`src/rtl/cordic_pkg.sv`:
```
package cordic_pkg;

    typedef enum logic [2:0] {
        MD_ROTATE   = 3'd0,
        MD_POL2RECT = 3'd1,
        MD_RECT2POL = 3'd2,
        MD_SINCOS   = 3'd3,
        MD_ATAN     = 3'd4
    } cordic_mode_e;

    typedef enum logic [1:0] {
        ST_IDLE = 2'd0,
        ST_RUN  = 2'd1,
        ST_WRAP = 2'd2
    } cordic_state_e;

    localparam real PI_R = 3.14159265358979323846;

    // Magnitude growth after n micro-rotations
    function automatic real cordic_gain(input int n);
        real g;
        g = 1.0;
        for (int i = 0; i < n; i++) begin
            g = g * $sqrt(1.0 + 2.0 ** (-2 * i));
        end
        return g;
    endfunction

endpackage

```
`src/rtl/cordic_atan_rom.sv`:
```
module cordic_atan_rom
    import cordic_pkg::*;
#(
    parameter int DP_W     = 18,
    parameter int NUM_ITER = 16,
    parameter int IW       = 4
) (
    input  logic        [IW-1:0]   idx,
    output logic signed [DP_W-1:0] angle
);

    localparam int DEPTH = 2 ** IW;

    logic signed [DP_W-1:0] tbl [DEPTH];

    // atan(2^-g)/pi scaled so that 1.0 (pi) sits at 2^(DP_W-2)
    for (genvar g = 0; g < DEPTH; g++) begin : g_ent
        if (g < NUM_ITER) begin : g_used
            localparam real    ANG   = $atan(2.0 ** (-g)) / PI_R * (2.0 ** (DP_W - 2));
            localparam longint ANG_I = longint'(ANG);
            assign tbl[g] = ANG_I[DP_W-1:0];
        end else begin : g_pad
            assign tbl[g] = '0;
        end
    end

    assign angle = tbl[idx];

endmodule

```
`src/rtl/cordic_micro.sv`:
```
module cordic_micro #(
    parameter int DP_W = 18,
    parameter int IW   = 4
) (
    input  logic signed [DP_W-1:0] x_i,
    input  logic signed [DP_W-1:0] y_i,
    input  logic signed [DP_W-1:0] z_i,
    input  logic        [IW-1:0]   sh_i,
    input  logic signed [DP_W-1:0] ang_i,
    input  logic                   vec_i,
    output logic signed [DP_W-1:0] x_o,
    output logic signed [DP_W-1:0] y_o,
    output logic signed [DP_W-1:0] z_o
);

    logic signed [DP_W-1:0] xs;
    logic signed [DP_W-1:0] ys;
    logic                   ccw;

    always_comb begin
        xs = x_i >>> sh_i;
        ys = y_i >>> sh_i;
        // rotation steers the residual angle to zero, vectoring steers y to zero
        ccw = vec_i ? y_i[DP_W-1] : ~z_i[DP_W-1];
        if (ccw) begin
            x_o = x_i - ys;
            y_o = y_i + xs;
            z_o = z_i - ang_i;
        end else begin
            x_o = x_i + ys;
            y_o = y_i - xs;
            z_o = z_i + ang_i;
        end
    end

endmodule

```
`src/rtl/cordic_ctrl.sv`:
```
module cordic_ctrl
    import cordic_pkg::*;
#(
    parameter int NUM_ITER = 16,
    parameter int IW       = 4
) (
    input  logic          clk,
    input  logic          rst_n,
    input  logic          srst,
    input  logic          in_valid,
    output logic          ready_o,
    output logic          accept_o,
    output logic          step_o,
    output logic          wrap_o,
    output logic [IW-1:0] iter_o
);

    localparam logic [IW-1:0] LAST = IW'(NUM_ITER - 1);

    cordic_state_e st_q, st_nx;
    logic [IW-1:0] iter_q, iter_nx;

    // state register
    always_ff @(posedge clk or negedge rst_n) begin
        if (!rst_n) begin
            st_q   <= ST_IDLE;
            iter_q <= '0;
        end else if (srst) begin
            st_q   <= ST_IDLE;
            iter_q <= '0;
        end else begin
            st_q   <= st_nx;
            iter_q <= iter_nx;
        end
    end

    // transitions and outputs
    always_comb begin
        st_nx    = st_q;
        iter_nx  = iter_q;
        ready_o  = 1'b0;
        accept_o = 1'b0;
        step_o   = 1'b0;
        wrap_o   = 1'b0;
        unique case (st_q)
            ST_IDLE: begin
                ready_o = 1'b1;
                if (in_valid) begin
                    accept_o = 1'b1;
                    iter_nx  = '0;
                    st_nx    = ST_RUN;
                end
            end
            ST_RUN: begin
                step_o  = 1'b1;
                iter_nx = iter_q + 1'b1;
                if (iter_q == LAST) begin
                    st_nx = ST_WRAP;
                end
            end
            ST_WRAP: begin
                wrap_o = 1'b1;
                st_nx  = ST_IDLE;
            end
            default: st_nx = ST_IDLE;
        endcase
    end

    assign iter_o = iter_q;

    AST_ACCEPT_DROPS_READY: assert property (@(posedge clk) disable iff (!rst_n || srst)
        accept_o |=> (!ready_o && iter_q == '0));
    AST_ITER_ADVANCE: assert property (@(posedge clk) disable iff (!rst_n || srst)
        (st_q == ST_RUN && iter_q != LAST) |=> (st_q == ST_RUN && iter_q == $past(iter_q) + 1'b1));
    AST_WRAP_THEN_READY: assert property (@(posedge clk) disable iff (!rst_n || srst)
        wrap_o |=> ready_o);

endmodule

```
`src/rtl/cordic_serial.sv`:
```
module cordic_serial
    import cordic_pkg::*;
#(
    parameter int IN_W     = 16,
    parameter int OUT_W    = 16,
    parameter int NUM_ITER = 16,
    parameter int MODE     = 0
) (
    input  logic                    clk,
    input  logic                    rst_n,
    input  logic                    srst,
    input  logic signed [IN_W-1:0]  din_x,
    input  logic signed [IN_W-1:0]  din_y,
    input  logic signed [IN_W-1:0]  din_a,
    input  logic                    din_valid,
    output logic signed [OUT_W-1:0] dout_x,
    output logic signed [OUT_W-1:0] dout_y,
    output logic signed [OUT_W-1:0] dout_a,
    output logic                    dout_valid,
    output logic                    rdy
);

    // automatic datapath: two guard bits above the input width
    localparam int EXT  = 2;
    localparam int DP_W = IN_W + EXT;
    localparam int IW   = (NUM_ITER > 1) ? $clog2(NUM_ITER) : 1;
    // linear: DP holds 2^(IN_W-2) per unit, output wants 2^(OUT_W-3); needs OUT_W <= IN_W+1
    localparam int LSH  = IN_W + 1 - OUT_W;
    // angle: DP holds 2^(DP_W-2) per pi, output wants 2^(OUT_W-2)
    localparam int ASH  = DP_W - OUT_W;

    localparam cordic_mode_e MD = cordic_mode_e'(3'(MODE));
    localparam logic VEC = (MD == MD_RECT2POL) || (MD == MD_ATAN);
    localparam logic ZERO_Y = (MD == MD_POL2RECT) || (MD == MD_SINCOS);

    localparam longint INV_K_I = longint'((2.0 ** (IN_W - 2)) / cordic_gain(NUM_ITER));
    localparam logic signed [DP_W-1:0] INV_K_W = INV_K_I[DP_W-1:0];

    logic          accept, step, wrap;
    logic [IW-1:0] iter;

    cordic_ctrl #(
        .NUM_ITER (NUM_ITER),
        .IW       (IW)
    ) u_ctrl (
        .clk      (clk),
        .rst_n    (rst_n),
        .srst     (srst),
        .in_valid (din_valid),
        .ready_o  (rdy),
        .accept_o (accept),
        .step_o   (step),
        .wrap_o   (wrap),
        .iter_o   (iter)
    );

    logic signed [DP_W-1:0] ang;

    cordic_atan_rom #(
        .DP_W     (DP_W),
        .NUM_ITER (NUM_ITER),
        .IW       (IW)
    ) u_rom (
        .idx   (iter),
        .angle (ang)
    );

    logic signed [DP_W-1:0] x_q, y_q, z_q;
    logic signed [DP_W-1:0] x_nx, y_nx, z_nx;

    cordic_micro #(
        .DP_W (DP_W),
        .IW   (IW)
    ) u_micro (
        .x_i   (x_q),
        .y_i   (y_q),
        .z_i   (z_q),
        .sh_i  (iter),
        .ang_i (ang),
        .vec_i (VEC),
        .x_o   (x_nx),
        .y_o   (y_nx),
        .z_o   (z_nx)
    );

    // mode-dependent preload
    logic signed [DP_W-1:0] x_ld, y_ld, z_ld;

    always_comb begin
        x_ld = (MD == MD_SINCOS) ? INV_K_W : {{EXT{din_x[IN_W-1]}}, din_x};
        y_ld = ZERO_Y ? '0 : {{EXT{din_y[IN_W-1]}}, din_y};
        z_ld = VEC ? '0 : {din_a, {EXT{1'b0}}};
    end

    always_ff @(posedge clk or negedge rst_n) begin
        if (!rst_n) begin
            x_q <= '0;
            y_q <= '0;
            z_q <= '0;
        end else if (srst) begin
            x_q <= '0;
            y_q <= '0;
            z_q <= '0;
        end else if (accept) begin
            x_q <= x_ld;
            y_q <= y_ld;
            z_q <= z_ld;
        end else if (step) begin
            x_q <= x_nx;
            y_q <= y_nx;
            z_q <= z_nx;
        end
    end

    // hold stage (truncation), select stage, output stage
    logic signed [OUT_W-1:0] hold_x, hold_y, hold_a;
    logic                    hold_v;
    logic signed [OUT_W-1:0] sel_x, sel_y, sel_a;
    logic signed [OUT_W-1:0] pick_x, pick_y, pick_a;
    logic                    pick_v;

    always_comb begin
        sel_x = hold_x;
        sel_y = hold_y;
        sel_a = hold_a;
        unique case (MD)
            MD_RECT2POL: sel_y = '0;
            MD_ATAN: begin
                sel_x = '0;
                sel_y = '0;
            end
            default: sel_a = '0;
        endcase
    end

    always_ff @(posedge clk or negedge rst_n) begin
        if (!rst_n) begin
            hold_v <= 1'b0;
            hold_x <= '0;
            hold_y <= '0;
            hold_a <= '0;
            pick_v <= 1'b0;
            pick_x <= '0;
            pick_y <= '0;
            pick_a <= '0;
            dout_valid <= 1'b0;
            dout_x <= '0;
            dout_y <= '0;
            dout_a <= '0;
        end else if (srst) begin
            hold_v <= 1'b0;
            hold_x <= '0;
            hold_y <= '0;
            hold_a <= '0;
            pick_v <= 1'b0;
            pick_x <= '0;
            pick_y <= '0;
            pick_a <= '0;
            dout_valid <= 1'b0;
            dout_x <= '0;
            dout_y <= '0;
            dout_a <= '0;
        end else begin
            hold_v <= wrap;
            if (wrap) begin
                hold_x <= x_q[LSH +: OUT_W];
                hold_y <= y_q[LSH +: OUT_W];
                hold_a <= z_q[ASH +: OUT_W];
            end
            pick_v <= hold_v;
            if (hold_v) begin
                pick_x <= sel_x;
                pick_y <= sel_y;
                pick_a <= sel_a;
            end
            dout_valid <= pick_v;
            if (pick_v) begin
                dout_x <= pick_x;
                dout_y <= pick_y;
                dout_a <= pick_a;
            end
        end
    end

    AST_SINGLE_PULSE: assert property (@(posedge clk) disable iff (!rst_n || srst)
        dout_valid |=> !dout_valid);
    AST_OUT_AFTER_READY: assert property (@(posedge clk) disable iff (!rst_n || srst)
        dout_valid |-> ($past(rdy, 2) && !$past(rdy, 3)));

    if (MD == MD_ATAN) begin : g_chk_atan
        AST_UNUSED_ZERO_AT: assert property (@(posedge clk) disable iff (!rst_n || srst)
            dout_valid |-> (dout_x == '0 && dout_y == '0));
    end else if (MD == MD_RECT2POL) begin : g_chk_polar
        AST_UNUSED_ZERO_RP: assert property (@(posedge clk) disable iff (!rst_n || srst)
            dout_valid |-> (dout_y == '0));
    end else begin : g_chk_rot
        AST_UNUSED_ZERO_ROT: assert property (@(posedge clk) disable iff (!rst_n || srst)
            dout_valid |-> (dout_a == '0));
    end

endmodule

```
`config.mk`:
```
export PLATFORM = sky130hd
export DESIGN_NAME = cordic_serial
export DESIGN_NICKNAME = d
export VERILOG_FILES = /design/src/rtl/cordic_pkg.sv /design/src/rtl/cordic_atan_rom.sv /design/src/rtl/cordic_micro.sv /design/src/rtl/cordic_ctrl.sv /design/src/rtl/cordic_serial.sv
export SDC_FILE = /design/constraint.sdc
export NUM_CORES = 1
export LEC_CHECK = 0
export ABC_AREA = 0
export BUFFER_PORTS_ARGS = -buffer_cell sky130_fd_sc_hd__buf_2
export CORE_ASPECT_RATIO = 0.6
export CORE_MARGIN = 2
export CORE_UTILIZATION = 61
export DETAILED_ROUTE_END_ITERATION = 12
export GPL_TIMING_DRIVEN = 0
export PLACE_DENSITY = 0.81
export SLEW_MARGIN = 20
export SYNTH_ARGS = -nofsm -noshare
export SYNTH_HDL_FRONTEND = slang
export SYNTH_HIERARCHICAL = 1
export SYNTH_SLANG_ARGS = --single-unit
export TNS_END_PERCENT = 5
```
`constraint.sdc`:
```
create_clock -name clk -period 12.3 [get_ports clk]
set_input_delay 0.615 -clock clk [delete_from_list [all_inputs] [get_ports clk]]
set_output_delay 0.615 -clock clk [all_outputs]
set_load 0.02 [all_outputs]
```
Word-level counts from Yosys, hierarchy flattened

Memory sizes are Yosys's and may differ from the RTL's.
Cells that the tools add are included.

Add/subtract/negate cells: 7
Magnitude comparators: 1
Equal/unequal tests: 5
Shift-type cells: 2
Multiplexer cells: 45
Bitwise operators: 1
Reductions and logical operators: 8

Operators with widths:

| operator                                             | number |
|---|---|
| two-way mux 16 bit                                   | 16 |
| two-way mux 18 bit                                   | 14 |
| adder 18 bit                                         | 3 |
| subtractor 18 bit                                    | 3 |
| >>> shifter 18 x 4 -> 18 bit                         | 2 |
| two-way mux 1 bit                                    | 8 |
| two-way mux 4 bit                                    | 2 |
| case mux 4 bit (2 select lines)                      | 1 |
| two-way mux 2 bit                                    | 3 |
| nonzero test 2 bit                                   | 3 |
| nonzero test 3 bit                                   | 2 |
| >= comparator 5 bit (second input constant)          | 1 |
| inverter 4 -> 5 bit                                  | 1 |
| adder 4 x 1 -> 4 bit (second input constant)         | 1 |
| equality test 4 bit (second input constant)          | 1 |
| case mux 2 bit (2 select lines)                      | 1 |
| AND reduction 2 bit                                  | 2 |
| != test 3 x 2 -> 1 bit (second input constant)       | 1 |
| != test 3 bit (second input constant)                | 1 |
| equality test 2 x 1 -> 1 bit (second input constant) | 1 |
| equality test 2 bit (second input constant)          | 1 |
| zero test 2 bit                                      | 1 |

Bits in registers: 191
Bits in read-only memories: 288
Input bits: 52
Output and inout bits: 50
Word-level logic and storage cells: 86
Memories kept: 1

Memory list:

| memory          | words | width | read ports | clocked after Yosys merged registers in | wr ports | RTL line              | source |
|---|---|---|---|---|---|---|---|
| (no name shown) | 16    | 18    | 1          | 0                                       | 0        | cordic_atan_rom.sv:27 | `assign angle = tbl[idx];` |

Depth between registers and ports, before layout

Depth after elaboration: 9
Gate-level depth with buffers: 24
Gate-level depth less buffers: 21

Hierarchy

Netlist, hierarchy kept.

Modules (own cells, without submodules):

| module          | times used | cells an instance | area each (µm²) | seq. area each (µm²) |
|---|---|---|---|---|
| cordic_serial   | 1          | 567               | 6835.3          | 3828.7 |
| cordic_micro    | 1          | 704               | 5326.4          | 0.0 |
| cordic_atan_rom | 1          | 54                | 384.1           | 0.0 |
| cordic_ctrl     | 1          | 31                | 301.5           | 150.1 |

Worst setup path before layout

No wires, ideal clock.

Kind: register to register
From: register u_ctrl.iter_q[0] (netlist: u_ctrl/iter_o[0])
To: register y_q[16]
Library setup time: 0.094 ns
Arrival time: 4.515 ns
Required time: 12.206 ns
Path slack: 7.691 ns
Stages on the path, launching flop included: 19
Buffers on the path: 1
Clock period less this slack: 4.609 ns
Cell sequence: dfrtp_1 > buf_6 > mux4_2 > and2_4 > or2_1 > o41ai_4 > a31o_2 > o21ai_0 > xor2_1 > ha_1 > a21o_1 > a21o_1 > a21o_1 > a31o_2 > a2111oi_0 > o21bai_1 > xor2_1 > mux2i_1 > a211oi_1

Word-level cells in the longest chain between the ends: 6
Elaborated cells on any way between the ends: 7
Classes of those cells: add/sub (2); shift (1); mux (4)

Ends and longest elaborated chain:

| item                                                     | RTL line                               | source |
|---|---|---|
| start, declared                                          | cordic_ctrl.sv:21                      | `logic [IW-1:0] iter_q, iter_nx;` |
| start signal, assigned                                   | cordic_ctrl.sv:33                      | `iter_q <= iter_nx;` |
| >>> shifter 18 x 4 -> 18 bit *                           | cordic_micro.sv:21                     | `xs = x_i >>> sh_i;` |
| adder 18 bit / subtractor 18 bit (equally long branches) | cordic_micro.sv:27, cordic_micro.sv:31 |  |
| two-way mux 18 bit *                                     | cordic_micro.sv:25                     | `if (ccw) begin` |
| net y_nx[16]                                             | cordic_serial.sv:69                    | `logic signed [DP_W-1:0] x_nx, y_nx, z_nx;` |
| two-way mux 18 bit *                                     | cordic_serial.sv:108                   | `end else if (step) begin` |
| two-way mux 18 bit *                                     | cordic_serial.sv:104                   | `end else if (accept) begin` |
| two-way mux 18 bit *                                     | cordic_serial.sv:100                   | `end else if (srst) begin` |
| end signal, assigned                                     | cordic_serial.sv:106                   | `y_q <= y_ld;` |
| end signal, assigned                                     | cordic_serial.sv:110                   | `y_q <= y_nx;` |
| end, declared                                            | cordic_serial.sv:68                    | `logic signed [DP_W-1:0] x_q, y_q, z_q;` |

Mark *: on every way through the listed nets, which the timed path passes. The rest lies on a longest branch. The select of a mux whose other input is x is not followed.
A chain may end at the register's enable or synchronous reset.

Worst setup path after layout

From: register u_ctrl.iter_q[1] (netlist: u_ctrl/iter_o[1])
To: register z_q[17]

Word-level cells in the longest chain between the ends: 9
Elaborated cells on any way between the ends: 10
Classes of those cells: add/sub (2); mux (6); bitwise (1); memory (1)

Ends and longest elaborated chain:

| item                                                     | RTL line                               | source |
|---|---|---|
| inverter 4 -> 5 bit (implied by the code) *              | cordic_atan_rom.sv:27                  |  |
| memory (16 x 18 bit) *                                   | n/a                                    |  |
| two-way mux 18 bit (implied by the code) * (2 in a row)  | cordic_atan_rom.sv:27                  |  |
| net ang[1]                                               | cordic_serial.sv:57                    | `logic signed [DP_W-1:0] ang;` |
| subtractor 18 bit / adder 18 bit (equally long branches) | cordic_micro.sv:28, cordic_micro.sv:32 |  |
| two-way mux 18 bit *                                     | cordic_micro.sv:25                     |  |
| net z_nx[17]                                             | cordic_serial.sv:69                    |  |
| two-way mux 18 bit *                                     | cordic_serial.sv:108                   |  |
| two-way mux 18 bit *                                     | cordic_serial.sv:104                   |  |
| two-way mux 18 bit *                                     | cordic_serial.sv:100                   |  |
| end signal, assigned                                     | cordic_serial.sv:107                   | `z_q <= z_ld;` |
| end signal, assigned                                     | cordic_serial.sv:111                   | `z_q <= z_nx;` |
| end, declared                                            | cordic_serial.sv:68                    |  |

Marked as above.

==> results.md <==
- The worst hold-check path type is input pin to async pin.
- The ratio of cells with drive above 1 in the final layout is between 15 and 20%.
- The core area is roughly 0.021 mm2.
- The dominant synthesized flop cell is sky130_fd_sc_hd__dfrtp_1.
- The register bit total from synthesis is roughly 160.
- Synthesis produced a netlist whose cell count is 1356.
- The number of hold-slack violations in the final timing report is 0.
- The register clock-pin slew on the reported worst setup and hold paths is ~0.070 ns.
- The number of buffers added for setup after CTS is 0.
- The average instance area after synthesis is between 9 and 10 um2.
- The die footprint is roughly 0.022 mm2.
- Prior to clock tree synthesis, the placed netlist has a worst setup slack of between 5 and 6 ns.
- The root buffer cell chosen for the clock tree is sky130_fd_sc_hd__clkbuf_16.
- For this design, the CTS-stage hold fixing added 0 buffers.
- The CTS buffer count is 17.
- The layout-stage area growth over the synthesis result is 11.6%.
- Summed over all nets, the half-perimeter wirelength after detailed placement is approximately 30000 um.
- The number of distinct library cell variants in the gate-level netlist after synthesis is 82.
- The multi-input combinational cells in the finished layout cover a total of 0.00815 mm2.
- The aggregate negative setup slack is 0 ns.
- The maximum fanout along the worst path is 16.
- During synthesis, Yosys emitted a total of 6 warnings.
- The design draws roughly 0.0025 W.
- The maximum number of buffers from clock root to sink is 2.
- The total area of sequential cells is between 0.003 and 0.004 mm2.
- The largest total area in the synthesized netlist belongs to sky130_fd_sc_hd__dfrtp_1.
- Measured against its own limit, the worst slew margin works out to approximately 28%.
- Wires add up to ~40000 um.
- Setup repair after global routing left no endpoint under its margin.
- After detailed routing, the number of remaining DRC violations is 0.
- For the worst setup path, the data required time is roughly 13 ns.
- For this design the top-level I/O count stands at 102.
- The summed instance area of the synthesized netlist is 0.0128 mm2.
- Counting cells, the worst reg-to-reg path comes to 16.
- The worst setup path is launched from a register.
- The wire length of the first global-routing pass is about 60000 um.
- The kind of critical path is register to register.
- The critical register-to-register path endpoint is z_q[17]$_DFFE_PN0P_.
- The largest net degree at the start of global routing is 97.
- For this design the static power due to leakage is ~6.4 nW.
- The critical path goes through inv_1 > ha_1 > mux4_2 > or4_1 > nor3_1 > a21oi_1 > xnor2_1 > ha_1 > nand2_1 > a21oi_1 > o2111ai_1 > a31oi_1 > mux2i_1 > a2111oi_1 > mux2i_1 > a211oi_1.
- For this run, the slowest stage of the critical path takes ~0.96 ns.
- The chip width is around 190 um.
- The overall fraction of global-route tracks in use is 35.8%.
- Yosys attributes the largest share of cell area to sky130_fd_sc_hd__dfrtp_1, sky130_fd_sc_hd__mux2i_1, sky130_fd_sc_hd__ha_1.
- The final layout contains approximately 1600 nets.
- In the post-route analysis, the smallest setup slack over all paths is roughly 5.8 ns.
- Static timing analysis puts the maximum clock frequency at roughly 150 MHz.
- The worst clock skew is approximately 0.017 ns.
- The H-tree was split into 4 levels.
- The total grt overflow is 0.
- The tool flagged a number of max-cap violations equal to 0.
- The source-to-sink clock delay at the later pin of the worst-skew pair is 0.43 ns.
- The number of failing setup endpoints in the final timing report is 0.
- The final-report max-slew violation count came to 0.
- The count of buffers inserted at the top-level ports is 85.
- In this run, placement finished with an instance count of 1741.
- The count of flip-flops with a built-in enable after synthesis is 0.
- For flop-to-flop paths, the worst setup slack is ~5.8 ns.
- The first TritonRoute pass finished after 5 iterations.
- The synthesized design devotes to its leading area cell type between 30% and 40% of total area.
- The clock tree from TritonCTS is done.
- The run finished with clean final reports.
- The worst register-to-register path begins at u_ctrl/iter_o[1]$_DFFE_PN0P_.
- The slowest stage of the critical path is the sky130_fd_sc_hd__a2111oi_1 cell.
- For the worst setup path, the data arrival time is between 6 and 7 ns.
- The minimum period implied by the final worst setup slack is about 6.5 ns.
- The count of inserted antenna diode cells is 0.
- The commonest non-fill, non-tap cell in the layout is sky130_fd_sc_hd__mux2i_1.
- Using the TritonRoute via totals, the vias-per-cell ratio works out to 6.26.
- The number of DRC violations after detailed-routing iteration 0 is approximately 1200.
- The number of fillers in the final layout is 1665.
- The top cell types in the final layout, fill and taps aside, are sky130_fd_sc_hd__mux2i_1, sky130_fd_sc_hd__nor2_1, sky130_fd_sc_hd__dfrtp_1, sky130_fd_sc_hd__buf_2, sky130_fd_sc_hd__nand2_1.
- The congestion estimate from routability-driven global placement came to 1.05.
- The detailed router placed roughly 11000 vias in this run.
- The clock net in this run drives a total of approximately 160 sinks.
- The register area share after synthesis is a little under a third.
- After floorplanning, the core was divided into slightly above 40 placement rows.
- The endpoint type of the worst setup path is a register.
- Once the floorplan was initialized, standard cells occupied around three fifths of the core.
- The worst path uses around 53% of the clock period.
- After detailed routing, the average wire length per cell comes to between 20 and 25 um.
- In this run, post-CTS repair resized a total of 0 instances.
- The number of global-route vias before repair is 10345.
- The number of nets with antenna violations after routing is 0.
- Power spread over the standard cell area amounts to approximately 170 mW/mm2.
- The die is approximately 120 um tall.
- After synthesis, the share of flip-flops with an asynchronous set or reset is 100%.
- IR analysis of the VDD net gives a maximum drop of between 0.1 and 0.15 mV.
- The initial antenna violation count came to 0.
- The transition time at the pin with the least slew margin is roughly 1.1 ns.
- The count of cells in the finished layout, fillers not included, comes to between 1500 and 2000.
[cell families (layout without fill, tap and decap cells)]
| logic type | after synthesis | in the layout | synth area share (%) |
|---|---|---|---|
| and+or+nand+nor | 403 | 403 | 14.9 |
| AOI/OAI and AO/OA | 279 | 279 | 15.2 |
| DFF | 159 | 159 | 31.0 |
| muxes | 225 | 225 | 20.1 |
| xor gates and xnor gates | 91 | 91 | 6.20 |
| buffers and inverters | 132 | 249 | 6.16 |
| adders and majority gates | 65 | 65 | 6.51 |
| other | 2 | 22 | 0.0585 |
[synth_stat cells, types with 13 or more instances]
library cell               count
sky130_fd_sc_hd__mux2i_1     187
sky130_fd_sc_hd__nor2_1      174
sky130_fd_sc_hd__dfrtp_1     159
sky130_fd_sc_hd__nand2_1      67
sky130_fd_sc_hd__ha_1         62
sky130_fd_sc_hd__nor2b_1      62
sky130_fd_sc_hd__a211oi_1     57
sky130_fd_sc_hd__a21oi_1      54
sky130_fd_sc_hd__xnor2_1      51
sky130_fd_sc_hd__o21ai_0      47
sky130_fd_sc_hd__xor2_1       40
sky130_fd_sc_hd__buf_4        32
sky130_fd_sc_hd__inv_1        31
sky130_fd_sc_hd__clkbuf_1     27
sky130_fd_sc_hd__nor3_1       23
sky130_fd_sc_hd__buf_2        20
sky130_fd_sc_hd__mux4_2       19
sky130_fd_sc_hd__a21o_1       17
sky130_fd_sc_hd__nand3_1      17
sky130_fd_sc_hd__o21a_1       15
sky130_fd_sc_hd__mux2_2       14
sky130_fd_sc_hd__nand2b_1     13
sky130_fd_sc_hd__o31ai_1      13
[worst max-delay path by stage]
| stage | from | to | slack [ns] | depth (start not counted) |
|---|---|---|---|---|
| 2_1_floorplan | u_ctrl/iter_o[0]$_DFFE_PN0P_ | y_q[16]$_DFFE_PN0P_ | 7.69 | 18 |
| 5_1_grt | u_ctrl/iter_o[1]$_DFFE_PN0P_ | z_q[17]$_DFFE_PN0P_ | 5.59 | 16 |
| 3_5_place_dp | u_ctrl/iter_o[1]$_DFFE_PN0P_ | z_q[17]$_DFFE_PN0P_ | 5.95 | 17 |
| 3_3_place_gp | u_ctrl/iter_o[1]$_DFFE_PN0P_ | z_q[17]$_DFFE_PN0P_ | 6.04 | 17 |
| 6_report | u_ctrl/iter_o[1]$_DFFE_PN0P_ | z_q[17]$_DFFE_PN0P_ | 5.79 | 16 |
| 4_1_cts | u_ctrl/iter_o[1]$_DFFE_PN0P_ | z_q[17]$_DFFE_PN0P_ | 5.91 | 17 |
[routing by layer]
layer / GRT usage [%] / vias to the layer above / share of wire (%)
met5: 2.78 / - / 0.22
met3: 12.9 / 50 / 12
met4: 8.15 / 2 / 1.6
li1: - / 5091 / -
met1: 54.5 / 5353 / 48
met2: 47.2 / 588 / 38
[area by class of cell]
| type | count | area share [%] |
|---|---|---|
| Multi-Input combinational cell | 1085 | 56.9 |
| Timing Repair Buffer | 86 | 3.23 |
| Tap cell | 279 | 2.43 |
| Clock buffer | 21 | 3.14 |
| Clock inverter | 10 | 1.06 |
| Sequential cell | 159 | 27.8 |
| Buffer | 98 | 4.63 |
| Inverter | 34 | 0.890 |
[power breakdown]
group          leakage, nW  switching, W  internal [W]
registers             2.17     0.0000923      0.000558
clock network        0.287      0.000230      0.000328
logic                 3.91      0.000710      0.000538
[registers in the layout (all words and copies together), names as in the netlist]
register	cells
x_q	18
pick_v	1
pick_x	16
hold_y	16
hold_v	1
z_q	18
dout_x	16
y_q	18
hold_x	16
dout_valid	1
u_ctrl/st_q	2
pick_y	16
dout_y	16
u_ctrl/iter_o	4
[worst max-delay path: cells and delay by family (launching register included)]
kind            cells  cell delay, ns
xor+xnor            1            0.16
simple gates        3            1.16
fa+ha+maj           2            0.64
compound gates      6            2.38
mux                 3            0.88
flops               1            0.92
buf+inv             1            0.28
[metrics by stage]
step	hold slack (ns)	util [%]	cell area, um2
3_3_place_gp	0.497	65.8	13700
6_report	0.135	68.8	14300
3_5_place_dp	0.502	65.9	13700
4_1_cts	0.142	68.8	14300
2_1_floorplan	0.319	-	12900
5_1_grt	0.153	68.8	14300
Note: power is estimated with default switching activity, not from simulation.
